## config.mk

```make
export PLATFORM = sky130hd
export DESIGN_NAME = periph_clk_gen
export DESIGN_NICKNAME = d
export VERILOG_FILES = /design/src/rtl/pclk_pkg.sv /design/src/rtl/pclk_regfile.sv /design/src/rtl/pclk_divider.sv /design/src/rtl/pclk_outgate.sv /design/src/rtl/periph_clk_gen.sv
export SDC_FILE = /design/constraint.sdc
export NUM_CORES = 1
export LEC_CHECK = 0
export BUFFER_PORTS_ARGS = -buffer_cell sky130_fd_sc_hd__buf_2
export CORE_MARGIN = 4
export CORE_UTILIZATION = 55
export CTS_CLUSTER_SIZE = 12
export DETAILED_ROUTE_END_ITERATION = 6
export GPL_ROUTABILITY_DRIVEN = 1
export PLACE_DENSITY_LB_ADDON = 0.08
export RECOVER_POWER = 100
export REMOVE_ABC_BUFFERS = 1
export SYNTH_ARGS = -nofsm -noshare
export SYNTH_HDL_FRONTEND = slang
export SYNTH_SLANG_ARGS = --single-unit
```

## constraint.sdc

```tcl
create_clock -name clk -period 4 [get_ports clk]
set_clock_uncertainty 0.1 [all_clocks]
set_input_delay 0.4 -clock clk [delete_from_list [all_inputs] [get_ports clk]]
set_output_delay 0.4 -clock clk [all_outputs]
set_load 0.01 [all_outputs]
```

## src/rtl/pclk_pkg.sv

```systemverilog
package pclk_pkg;

    // byte offsets of the configuration words
    localparam int unsigned OFS_SRC  = 32'h00;
    localparam int unsigned OFS_FACA = 32'h04;
    localparam int unsigned OFS_FACB = 32'h08;
    localparam int unsigned OFS_HALF = 32'h0C;
    localparam int unsigned OFS_PATH = 32'h10;
    localparam int unsigned OFS_GATE = 32'h14;

    // ratio carried by one factor code: codes above top and code 0 are reserved
    function automatic int unsigned field_ratio(input int unsigned code, input int unsigned top);
        return (code == 0 || code > top) ? 0 : code;
    endfunction

endpackage

```

## src/rtl/pclk_regfile.sv

```systemverilog
module pclk_regfile #(
    parameter int unsigned ADDR_W    = 5,
    parameter int unsigned DATA_W    = 32,
    parameter int unsigned SEL_W     = 2,
    parameter int unsigned FIELD_W   = 3,
    parameter int unsigned FIELD_MAX = 6,
    parameter int unsigned DIV_W     = 2 * FIELD_W
) (
    input  logic              clk,
    input  logic              rst_n,
    input  logic [ADDR_W-1:0] reg_addr,
    input  logic              reg_we,
    input  logic [DATA_W-1:0] reg_wdata,
    output logic [DATA_W-1:0] reg_rdata,
    output logic [SEL_W-1:0]  shadow_src,
    output logic [DIV_W-1:0]  shadow_div,
    output logic              gate_off,
    output logic              cfg_err
);
    import pclk_pkg::*;

    typedef struct packed {
        logic [SEL_W-1:0]   src;
        logic [FIELD_W-1:0] fac_a;
        logic [FIELD_W-1:0] fac_b;
        logic               half;
        logic               path;
        logic               dis;
        logic               err;
        logic [DATA_W-1:0]  rdata;
    } rf_t;

    rf_t s_q, s_d;
    logic [DIV_W-1:0] ratio_a, ratio_b;
    logic unused_wdata;

    assign unused_wdata = ^reg_wdata;

    always_comb begin
        s_d = s_q;
        // read mux returns the stored value before any write of this cycle
        s_d.rdata = '0;
        case (reg_addr)
            ADDR_W'(OFS_SRC):  s_d.rdata[SEL_W-1:0]   = s_q.src;
            ADDR_W'(OFS_FACA): s_d.rdata[FIELD_W-1:0] = s_q.fac_a;
            ADDR_W'(OFS_FACB): s_d.rdata[FIELD_W-1:0] = s_q.fac_b;
            ADDR_W'(OFS_HALF): s_d.rdata[0]           = s_q.half;
            ADDR_W'(OFS_PATH): s_d.rdata[0]           = s_q.path;
            ADDR_W'(OFS_GATE): s_d.rdata[0]           = s_q.dis;
            default:           s_d.rdata              = '0;
        endcase
        if (reg_we) begin
            case (reg_addr)
                ADDR_W'(OFS_SRC):  s_d.src   = reg_wdata[SEL_W-1:0];
                ADDR_W'(OFS_FACA): s_d.fac_a = reg_wdata[FIELD_W-1:0];
                ADDR_W'(OFS_FACB): s_d.fac_b = reg_wdata[FIELD_W-1:0];
                ADDR_W'(OFS_HALF): s_d.half  = reg_wdata[0];
                ADDR_W'(OFS_PATH): s_d.path  = reg_wdata[0];
                ADDR_W'(OFS_GATE): s_d.dis   = reg_wdata[0];
                default: ;
            endcase
        end
        // error flag follows the post-write settings
        s_d.err = !s_d.path &&
                  (field_ratio(32'(s_d.fac_a), FIELD_MAX) == 0 ||
                   field_ratio(32'(s_d.fac_b), FIELD_MAX) == 0);
    end

    always_ff @(posedge clk) begin
        if (!rst_n) begin
            s_q       <= '0;
            s_q.fac_a <= FIELD_W'(1);
            s_q.fac_b <= FIELD_W'(1);
        end else begin
            s_q <= s_d;
        end
    end

    // divisor offered to the divider for its next reload
    always_comb begin
        ratio_a = DIV_W'(field_ratio(32'(s_q.fac_a), FIELD_MAX));
        ratio_b = DIV_W'(field_ratio(32'(s_q.fac_b), FIELD_MAX));
        if (s_q.path) begin
            shadow_div = s_q.half ? DIV_W'(4) : DIV_W'(2);
        end else begin
            shadow_div = DIV_W'(ratio_a * ratio_b);
        end
    end

    assign shadow_src = s_q.src;
    assign gate_off   = s_q.dis;
    assign cfg_err    = s_q.err;
    assign reg_rdata  = s_q.rdata;

endmodule

```

## src/rtl/pclk_divider.sv

```systemverilog
module pclk_divider #(
    parameter int unsigned NUM_SRC = 4,
    parameter int unsigned SEL_W   = 2,
    parameter int unsigned DIV_W   = 6
) (
    input  logic               clk,
    input  logic               rst_n,
    input  logic [NUM_SRC-1:0] src_en,
    input  logic [SEL_W-1:0]   shadow_src,
    input  logic [DIV_W-1:0]   shadow_div,
    output logic               term,
    output logic               lvl_raw,
    output logic [DIV_W-1:0]   act_div
);
    typedef struct packed {
        logic [DIV_W-1:0] cnt;
        logic [DIV_W-1:0] div;
        logic [SEL_W-1:0] src;
    } dv_t;

    dv_t d_q, d_d;
    logic [NUM_SRC-1:0] hit;
    logic               tick;
    logic               valid;
    logic [DIV_W:0]     high_len;

    // one-hot qualified selection of the active reference
    for (genvar g = 0; g < NUM_SRC; g++) begin : g_sel
        assign hit[g] = src_en[g] && (d_q.src == SEL_W'(g));
    end
    assign tick = |hit;

    always_comb begin
        d_d      = d_q;
        valid    = (d_q.div != '0);
        term     = valid && tick && (d_q.cnt == d_q.div - 1'b1);
        high_len = ({1'b0, d_q.div} + (DIV_W+1)'(1)) >> 1;
        lvl_raw  = valid && ({1'b0, d_q.cnt} < high_len);
        if (!valid || term) begin
            // idle or period end: adopt the programmed settings
            d_d.cnt = '0;
            d_d.div = shadow_div;
            d_d.src = shadow_src;
        end else if (tick) begin
            d_d.cnt = d_q.cnt + 1'b1;
        end
    end

    always_ff @(posedge clk) begin
        if (!rst_n) begin
            d_q     <= '0;
            d_q.div <= DIV_W'(1);
        end else begin
            d_q <= d_d;
        end
    end

    assign act_div = d_q.div;

endmodule

```

## src/rtl/pclk_outgate.sv

```systemverilog
module pclk_outgate (
    input  logic clk,
    input  logic rst_n,
    input  logic term,
    input  logic lvl_raw,
    input  logic gate_off,
    output logic en_o,
    output logic lvl_o
);
    typedef struct packed {
        logic en;
        logic lvl;
    } og_t;

    og_t g_q, g_d;

    always_comb begin
        g_d.en  = term && !gate_off;
        g_d.lvl = lvl_raw && !gate_off;
    end

    always_ff @(posedge clk) begin
        if (!rst_n) begin
            g_q <= '0;
        end else begin
            g_q <= g_d;
        end
    end

    assign en_o  = g_q.en;
    assign lvl_o = g_q.lvl;

endmodule

```

## src/rtl/periph_clk_gen.sv

```systemverilog
module periph_clk_gen #(
    parameter int unsigned NUM_SRC   = 4,
    parameter int unsigned ADDR_W    = 5,
    parameter int unsigned DATA_W    = 32,
    parameter int unsigned FIELD_W   = 3,
    parameter int unsigned FIELD_MAX = 6
) (
    input  logic               clk,
    input  logic               rst_n,
    input  logic [NUM_SRC-1:0] src_en,
    input  logic [ADDR_W-1:0]  reg_addr,
    input  logic               reg_we,
    input  logic [DATA_W-1:0]  reg_wdata,
    output logic [DATA_W-1:0]  reg_rdata,
    output logic               clk_en_o,
    output logic               clk_lvl_o,
    output logic               cfg_err_o
);
    localparam int unsigned SEL_W = (NUM_SRC > 1) ? $clog2(NUM_SRC) : 1;
    localparam int unsigned DIV_W = 2 * FIELD_W;

    logic [SEL_W-1:0] shadow_src;
    logic [DIV_W-1:0] shadow_div;
    logic [DIV_W-1:0] act_div;
    logic             gate_off;
    logic             div_term;
    logic             lvl_raw;

    pclk_regfile #(
        .ADDR_W(ADDR_W), .DATA_W(DATA_W), .SEL_W(SEL_W),
        .FIELD_W(FIELD_W), .FIELD_MAX(FIELD_MAX), .DIV_W(DIV_W)
    ) u_regs (
        .clk(clk), .rst_n(rst_n),
        .reg_addr(reg_addr), .reg_we(reg_we), .reg_wdata(reg_wdata),
        .reg_rdata(reg_rdata),
        .shadow_src(shadow_src), .shadow_div(shadow_div),
        .gate_off(gate_off), .cfg_err(cfg_err_o)
    );

    pclk_divider #(
        .NUM_SRC(NUM_SRC), .SEL_W(SEL_W), .DIV_W(DIV_W)
    ) u_div (
        .clk(clk), .rst_n(rst_n), .src_en(src_en),
        .shadow_src(shadow_src), .shadow_div(shadow_div),
        .term(div_term), .lvl_raw(lvl_raw), .act_div(act_div)
    );

    pclk_outgate u_gate (
        .clk(clk), .rst_n(rst_n),
        .term(div_term), .lvl_raw(lvl_raw), .gate_off(gate_off),
        .en_o(clk_en_o), .lvl_o(clk_lvl_o)
    );

endmodule

```

Word-level counts from Yosys, hierarchy flattened
Index checks and enable logic that the tools add are counted.
- output and inout port bits: 35
- bits in registers: 60
- input bits: 44
- mux-type cells: 16
- multiply operators: 1
- $add $sub $neg: 3
- reductions and logical operators: 33
- bitwise logic cells: 1
- order comparisons: 5
- eq/ne operators: 9
- operators by type and width (kind ; number):
    $logic_not 32->1 ; 2
    $mux 3 ; 7
    $gt 3x3->1 const B ; 4
    $logic_not 3->1 ; 4
    $mux 11 ; 1
    $eq 5x4->1 const B ; 2
    $eq 5x5->1 const B ; 2
    $logic_and 1x1->1 ; 10
    $add 6x1->7 const B ; 1
    $add 6x1->6 const B ; 1
    $eq 6x6->1 ; 1
    $logic_or 1x1->1 ; 6
    $lt 6x6->1 ; 1
    $mul 6x6->6 ; 1
    $mux 6 ; 1
    $pmux 1 s6 ; 1
    $reduce_and 2->1 ; 3
    $reduce_bool 6->1 ; 1
    $sub 6x1->6 const B ; 1
    $eq 5x3->1 const B ; 1
    $logic_not 5->1 ; 1
    $eq 2x2->1 const B ; 2
    $reduce_or 4->1 ; 1
    $logic_not 1->1 ; 3
    other kinds (8) ; 10

Depth between registers and ports, before layout
Gate-level depths: netlist of run 1.
- word-level depth: 9
- mapped depth: 9

Modules after synthesis
A second synthesis of run 1 with hierarchy kept.
- cell total of the unflattened synthesis: 287
- area, all modules: 2388.5 µm²
- by module, submodules not included (module ; area an instance (µm²) ; times used ; cells each ; sequential area each (µm²)):
    pclk_regfile ; 1296.2 ; 1 ; 168 ; 300.3
    pclk_divider ; 1034.7 ; 1 ; 115 ; 280.3
    pclk_outgate ; 57.6 ; 1 ; 4 ; 40.0

Worst setup path after synthesis of run 1
OpenSTA, ideal clock, no wires.
- path kind: reg2reg
- start point: register u_div.d_q (netlist bit u_div.act_div[2])
- end point: register u_div.d_q[0] (netlist name)
- slack: 1.632 ns
- setup time: 0.128 ns
- clock period less this slack: 2.368 ns
- cell stages (with the launch flop): 9
- path buffers: 2
- data arrival time: 2.140 ns
- cell sequence: dfxtp_1 buf_6 or3_4 or4_1 a211oi_2 a31o_1 buf_6 mux2i_1 nor2_1
- longest elaborated chain between the ends: 4
- RTL lines (item ; RTL line ; source):
    start, declared ; pclk_divider.sv:21 ; dv_t d_q, d_d;
    $sub 6x1->6 or $reduce_bool 6->1 (tied branches) ; pclk_divider.sv:36, pclk_divider.sv:35 ;
    $eq 6x6->1 or $logic_and 1x1->1 (tied branches) ; pclk_divider.sv:36 ; term = valid && tick && (d_q.cnt == d_q.div - 1'b1);
    $logic_and 1x1->1 ; pclk_divider.sv:36 ;
    $logic_or 1x1->1 (*) ; pclk_divider.sv:39 ; if (!valid || term) begin
Mark *: on every way between the ends. The rest lies on a longest branch, timed or not.
A chain may end at the register's enable or synchronous reset.

Worst setup path in the final report of run 1
- start point: register u_div.d_q (netlist bit u_div.act_div[2])
- end point: register u_div.d_q (netlist bit u_div.act_div[2])
Same word-level chain as after synthesis.

==> impl_metrics.ini, run 1 <==
[global_routing]
grt_pass1_wl_um = 7617
use_met2_pct = 29.46
grt-ovfl-total = 0
grt_util_all_layers_pct = 18.04
busiest_layer = met2
antenna_found_initial = 0
groute.layer.met3.usage_pct = 3.581
grt_max_degree = 16
grt_pass1_vias = 1688
grtUsageMet1_pct = 23.38

[layout]
final_net_count = 365
n_fill_cell = 409
post-route-cell-area_mm2 = 0.002332
area_growth_pct = 0.9752
ff_latch_area_um2 = 620.6
final_util_pct = 57.89
diodes = 0
drive_gt1_share_pct = 9.477
multi_input_area_mm2 = 0.001439

[place]
port_buffers = 20
dp_hpwl_um = 3359
globalplace.congestion = 0.7867
place_area_mm2 = 0.002266

[synth]
synth.distinct_cells = 49
synth-seq-cells = 31
netlist_area_mm2 = 0.002310
syn_inst = 291
synth-edff-count = 0
async_flop_share_pct = 0
syn_area_per_cell_um2 = 7.937
synth_warnings = 0
synth-seq-area-share_pct = 26.87
synth_top_area_share_pct = 26.87
synth_top_area_cell = dfxtp_1
synth-main-ff-cell = dfxtp_1
netlist_top_cells_area = dfxtp_1 (27%), buf_4 (10%), nand2_1 (8.0%)

[clocking]
cts_buffers = 5
cts_tree = yes
cts_hold_buf = 0
ctsResizeCount = 0
htreeDepth = 2
clkTransAtPathRegs_ns = 0.07
cts-root-buf = clkbuf_8
cts_setup_buffers = 0
clkLatencyLatePin_ns = 0.28
cts.sinks = 31
clock_path_buffers = 2

[die]
die_area_mm2 = 0.005301
rows = 23
dieWidth_um = 72.81
ios = 79
fp.coreArea_mm2 = 0.004029
start_util_pct = 57.33
die_y_um = 72.81

[power_and_ir_drop]
seqPwrFrac_pct = 39.9
p_leak_nw = 1.024
switching_share_pct = 36.17
power_mw = 0.9016
pwr-share-comb_pct = 33.6
power_switching_mw = 0.3261
p_int_mw = 0.5755
p_clk_share_pct = 26.5
power_density_mw_per_mm2 = 386.6
peakVddDrop_mv = 0.2478

[worst_setup_path]
r2r-end = u_div.act_div[2]
cp_slowest_stage_delay_ns = 0.49
r2r_cells = 6
cp.depth = 6
r2r_slack_ns = 1.34
start_kind = flip-flop
cp_slowest_cell = or4_1
path_cells = or3_4 > or4_1 > a211oi_2 > nand2_1 > nor2_1 > o21ai_0
critical_path_arrival_ns = 2.71
path_delay_family = simple AND/OR/NAND/NOR gates
cp_max_fo = 10
r2r_start = u_div.act_div[2]
cp.required_ns = 4.05
worstPathBufferInverterCount = 0
cp-end-kind = flip-flop
worstSetupPathType = flip-flop to flip-flop

[sta]
finalCritPeriodShare_pct = 66.49
final-hold-violation-count = 0
rsz0062_at_grt = false
fmax_ghz = 0.3760
finalSetupViolations = 0
period_minus_slack_ns = 2.660
maxSlewViolCount = 0
fin_setup_tns_ns = 0

[flow_run]
cap_violations = 0

[worst_hold_path]
min_path_cells = 3
hold_end = u_regs.s_q[41]
hp-start = reg_wdata[2]
hp-class = input port to flip-flop

[detailed_routing]
drc = 0
drt-wirelength-per-cell_um = 12.55
viasPerCell = 5.267
first_pass_iters = 4
drt_iter0_drc = 119
vias = 1875
postRouteWirelength_um = 4468
final_antenna_net_count = 0

[status]
run_status = completed
layer usage:
layer	vias to the layer above	share of wire (%)
met5	-	0
met4	0	1.7
met3	9	5.1
met2	50	47
met1	841	46
li1	975	-
synth_stat cells (2+ instances only):
master,n
mux2_2,2
nor2b_1,2
mux2i_1,9
o211ai_1,2
a31oi_1,4
clkbuf_1,6
buf_4,32
and3_1,3
nor3_1,8
inv_1,7
nand2_1,49
dfxtp_1,31
a21o_1,5
fa_1,2
nor2_1,21
ha_1,14
o22ai_1,4
xnor2_1,7
and4b_1,2
o21ai_0,9
a211oi_2,2
clkbuf_8,3
xor2_1,5
buf_6,2
a21oi_1,17
nand3_1,20
worst register-to-register path, delay by kind of cell, from the launching register on:
family,cells,cell delay (ns)
flops,1,0.40
simple gates,4,1.53
compound gates,2,0.50
per-stage QoR:
| step | instances | hold slack (ns) | setup WS, ns |
|---|---|---|---|
| 2_1_floorplan | 276 | 0.3448 | 1.559 |
| 3_3_place_gp | 348 | 0.3667 | 1.340 |
| 3_5_place_dp | 348 | 0.3711 | 1.348 |
| 4_1_cts | 356 | 0.2932 | 1.337 |
| 5_1_grt | 356 | 0.3249 | 1.067 |
| 6_report | 356 | 0.2938 | 1.340 |
state kept, by name, summed over array words and instances (netlist names):
signal / flops
u_gate.lvl_o: 1
u_regs.reg_rdata: 3
u_regs.s_q: 8
u_div.d_q: 8
u_regs.cfg_err: 1
u_regs.shadow_src: 2
u_gate.en_o: 1
u_div.act_div: 6
u_regs.gate_off: 1
worst max-delay path by stage:
stage                          start                to
global route        u_div.act_div[0]  u_div.act_div[2]
global placement    u_div.act_div[0]      u_div.d_q[1]
detailed placement  u_div.act_div[0]      u_div.d_q[0]
finish              u_div.act_div[2]  u_div.act_div[2]
CTS                 u_div.act_div[0]      u_div.d_q[0]
floorplan           u_div.act_div[2]      u_div.d_q[0]
final cells by class:
type / count / share of cell area, %
clock inverters: 1 / 0.2146
clock buffers: 7 / 3.273
multi-input cells: 238 / 61.70
repair buffers: 22 / 4.399
well taps: 50 / 2.682
flip-flops and latches: 31 / 26.61
inverters: 7 / 1.127
power by group through the flow:
stage / Clock [mW] / Combinational, mW / Sequential (mW)
floorplan: 0 / 0.236 / 0.364
global placement: 0 / 0.309 / 0.366
detailed placement: 0 / 0.311 / 0.366
CTS: 0.242 / 0.313 / 0.359
global route: 0.254 / 0.344 / 0.361
finish: 0.239 / 0.303 / 0.360
cells by family after synthesis:
| kind of cell | count (synthesis) | synth area share [%] |
|---|---|---|
| adders and majority gates | 16 | 9.318 |
| muxes | 11 | 4.875 |
| AOI/OAI and AO/OA | 53 | 14.79 |
| other | 1 | 0.1624 |
| and+or+nand+nor | 117 | 24.16 |
| xor gates and xnor gates | 12 | 4.550 |
| DFF | 31 | 26.87 |
| buffers and inverters | 50 | 15.28 |
cells in the final DEF, fill, tap and decap left out, types with 8 or more instances in the layout:
cell / count
conb_1: 29
nand3_1: 20
buf_2: 13
nor2_1: 21
ha_1: 14
nor3_1: 8
o21ai_0: 9
a21oi_1: 17
dfxtp_1: 31
mux2i_1: 9
clkbuf_1: 10
nand2_1: 50
(Power assumes the default switching activity.)
==> run 2, diff against run 1 <==
--- a/config.mk
+++ b/config.mk
@@ -5,9 +5,10 @@
 export SDC_FILE = /design/constraint.sdc
 export NUM_CORES = 1
 export LEC_CHECK = 0
+export ABC_AREA = 1
 export BUFFER_PORTS_ARGS = -buffer_cell sky130_fd_sc_hd__buf_2
 export CORE_MARGIN = 4
-export CORE_UTILIZATION = 55
+export CORE_UTILIZATION = 52
 export CTS_CLUSTER_SIZE = 12
 export DETAILED_ROUTE_END_ITERATION = 6
 export GPL_ROUTABILITY_DRIVEN = 1
==> constraint.sdc (replaced) <==
create_clock -name clk -period 2.6 [get_ports clk]
set_clock_uncertainty 0.1 [all_clocks]
set_input_delay 0.26 -clock clk [delete_from_list [all_inputs] [get_ports clk]]
set_output_delay 0.26 -clock clk [all_outputs]
set_load 0.01 [all_outputs]
==> run 2 against run 1 <==
Cell count increased by 32%. Design area increased by 13%. Synthesized cell count increased by 31%. Flip-flop and latch count unchanged. Routed wire length increased by 20%. Critical path depth increased by 5. First-iteration DRC count decreased by 40%. Non-clock buffer count increased by 3. Sequential share of layout area decreased by 2.9 points. Core utilization decreased by 2.2 points. Die area increased by 14%. Worst setup slack got worse by 1.2 ns. Critical endpoint is now u_div.act_div[4].
==> impl_metrics.ini, run 2 <==
[synth]
syn_area_per_cell_um2 = 6.649
synth-main-ff-cell = dfxtp_1
synth_top_area_share_pct = 24.43
synth-edff-count = 0
synth-seq-area-share_pct = 24.43
synth.distinct_cells = 36
syn_inst = 382
synth_warnings = 0
synth.most_common_cell = nand2_1
synth_common_cells = nand2_1 (98), inv_1 (44), nor2_1 (33), buf_4 (32), dfxtp_1 (31)
synth-seq-cells = 31
synth_top_area_cell = dfxtp_1
netlist_area_mm2 = 0.002540
netlist_top_cells_area = dfxtp_1 (24%), nand2_1 (14%), buf_4 (9.5%)
async_flop_share_pct = 0

[status]
run_status = completed

[clocking]
cts_setup_buffers = 0
clkLatencyLatePin_ns = 0.29
cts_hold_buf = 0
htreeDepth = 2
cts.sinks = 31
cts-root-buf = clkbuf_8
ctsResizeCount = 0
clkTransAtPathRegs_ns = 0.07
cts_tree = yes
clock_path_buffers = 2
cts_buffers = 5

[layout]
drive_gt1_share_pct = 13.86
final_common_cell = nand2_1
diodes = 0
n_fill_cell = 498
final_net_count = 463
final_cell_mix = nand2_1 (99), inv_1 (45), nor2_1 (33)
multi_input_area_mm2 = 0.001499
ff_latch_area_um2 = 623.1
area_growth_pct = 3.497

[detailed_routing]
first_pass_iters = 4
drt_iter0_drc = 71
vias = 2244
drc = 0
final_antenna_net_count = 0
postRouteWirelength_um = 5352
viasPerCell = 4.764
drt-wirelength-per-cell_um = 11.36

[worst_setup_path]
start_kind = flip-flop
critical_path_arrival_ns = 2.54
cp-end-kind = flip-flop
cp_max_fo = 5
worstSetupPathType = flip-flop to flip-flop
cp.required_ns = 2.68

[place]
place_ws_ns = 0.1102
globalplace.congestion = 0.8289
port_buffers = 20
dp_hpwl_um = 4137

[die]
die_area_mm2 = 0.006067
die_y_um = 77.89
start_util_pct = 53.77
fp.coreArea_mm2 = 0.004723
dieWidth_um = 77.89
rows = 25
ios = 79

[sta]
fmax_ghz = 0.4073
final_critical_path_setup_slack_ns = 0.1448
finalCritPeriodShare_pct = 94.43
fin_setup_tns_ns = 0
finalSetupViolations = 0
slew_headroom_pct = 64.25
maxSlewViolCount = 0
period_minus_slack_ns = 2.455
final-hold-violation-count = 0
worstMarginPinSlew_ns = 0.5355

[power_and_ir_drop]
peakVddDrop_mv = 0.2901
p_leak_nw = 1.364
power_density_mw_per_mm2 = 570.5

[global_routing]
grt_util_all_layers_pct = 18.31
grt_max_degree = 19
grt-ovfl-total = 0
antenna_found_initial = 0
grt_pass1_vias = 2104
grt_pass1_wl_um = 9039

[worst_hold_path]
hp-class = input port to flip-flop

[flow_run]
cap_violations = 0
-- run 2: changes by cell type in the layout (fill, tap and decap cells not counted), moves of 5 or more --
cell / before / now
inv_1: 7 / 45
nand2_2: 0 / 6
nand2_1: 50 / 99
a21oi_2: 0 / 7
a21o_1: 5 / 0
nand4_1: 1 / 9
nor2_1: 21 / 33
xnor2_1: 7 / 2
inv_2: 0 / 6
mux2i_1: 9 / 0
nor2_2: 0 / 5
nand3_1: 20 / 28
-- run 2: final timing paths --
check,startpoint,endpoint,slack (ns),depth (start not counted)
setup / recovery,u_regs.s_q[41],u_div.act_div[4],0.14,11
hold / removal,reg_wdata[1],u_regs.s_q[40],0.19,3
setup reg to reg,u_regs.s_q[41],u_div.act_div[4],0.14,11
hold reg to reg,u_regs.gate_off,u_gate.lvl_o,0.37,1
-- run 2: cells by family after synthesis --
logic type	count (synthesis)	synth area share, %
simple gates	190	34.09
buf+inv	93	20.59
compound gates	43	9.509
flops	31	24.43
fa+ha+maj	16	8.473
xor+xnor	8	2.759
other cells	1	0.1476
-- run 2: final cells by class --
class | count | area share [%]
flip-flops and latches | 31 | 23.70
repair buffers | 25 | 4.902
multi-input cells | 286 | 57.02
clock inverters | 3 | 0.7615
inverters | 54 | 7.806
well taps | 67 | 3.189
clock buffers | 5 | 2.618
-- run 2: power by group --
group | switching [mW] | leakage, nW | internal (mW)
registers | 0.0438 | 0.253 | 0.524
clock network | 0.200 | 0.0402 | 0.186
logic | 0.348 | 1.07 | 0.198
total | 0.592 | 1.36 | 0.908
-- run 2: per-stage QoR --
step | area, um^2 | total power [mW] | std cells | hold WS [ns] | util, %
finish | 2629 | 1.500 | 471 | 0.1851 | 55.66
global route | 2629 | 1.622 | 471 | 0.2174 | 55.66
CTS | 2638 | 1.532 | 471 | 0.1409 | 55.84
detailed placement | 2549 | 1.136 | 463 | 0.3567 | 53.96
global placement | 2549 | 1.127 | 463 | 0.3380 | 53.96
floorplan | 2327 | 0.9965 | 371 | 0.2289 | -
-- run 2: critical path, cell delays in order (launching register included) --
cell and delay, ns:
dfxtp_1 0.42, inv_1 0.09, a21oi_2 0.19, nand2_1 0.07
inv_1 0.07, fa_1 0.41, ha_1 0.24, fa_1 0.38
xnor2_1 0.16, nor2_1 0.07, a21oi_2 0.10, nor2_1 0.05
-- run 2: per-layer routing --
layer  wire [um]  up-vias  global-route usage, %  share of wire, %
li1            -     1192                      -                 -
met1        2345     1005                  21.16                44
met2        2726       40                  33.90                51
met3         215        7                  3.828               4.0
met4          64        0                  4.720               1.2
met5           0        -                      0                 0
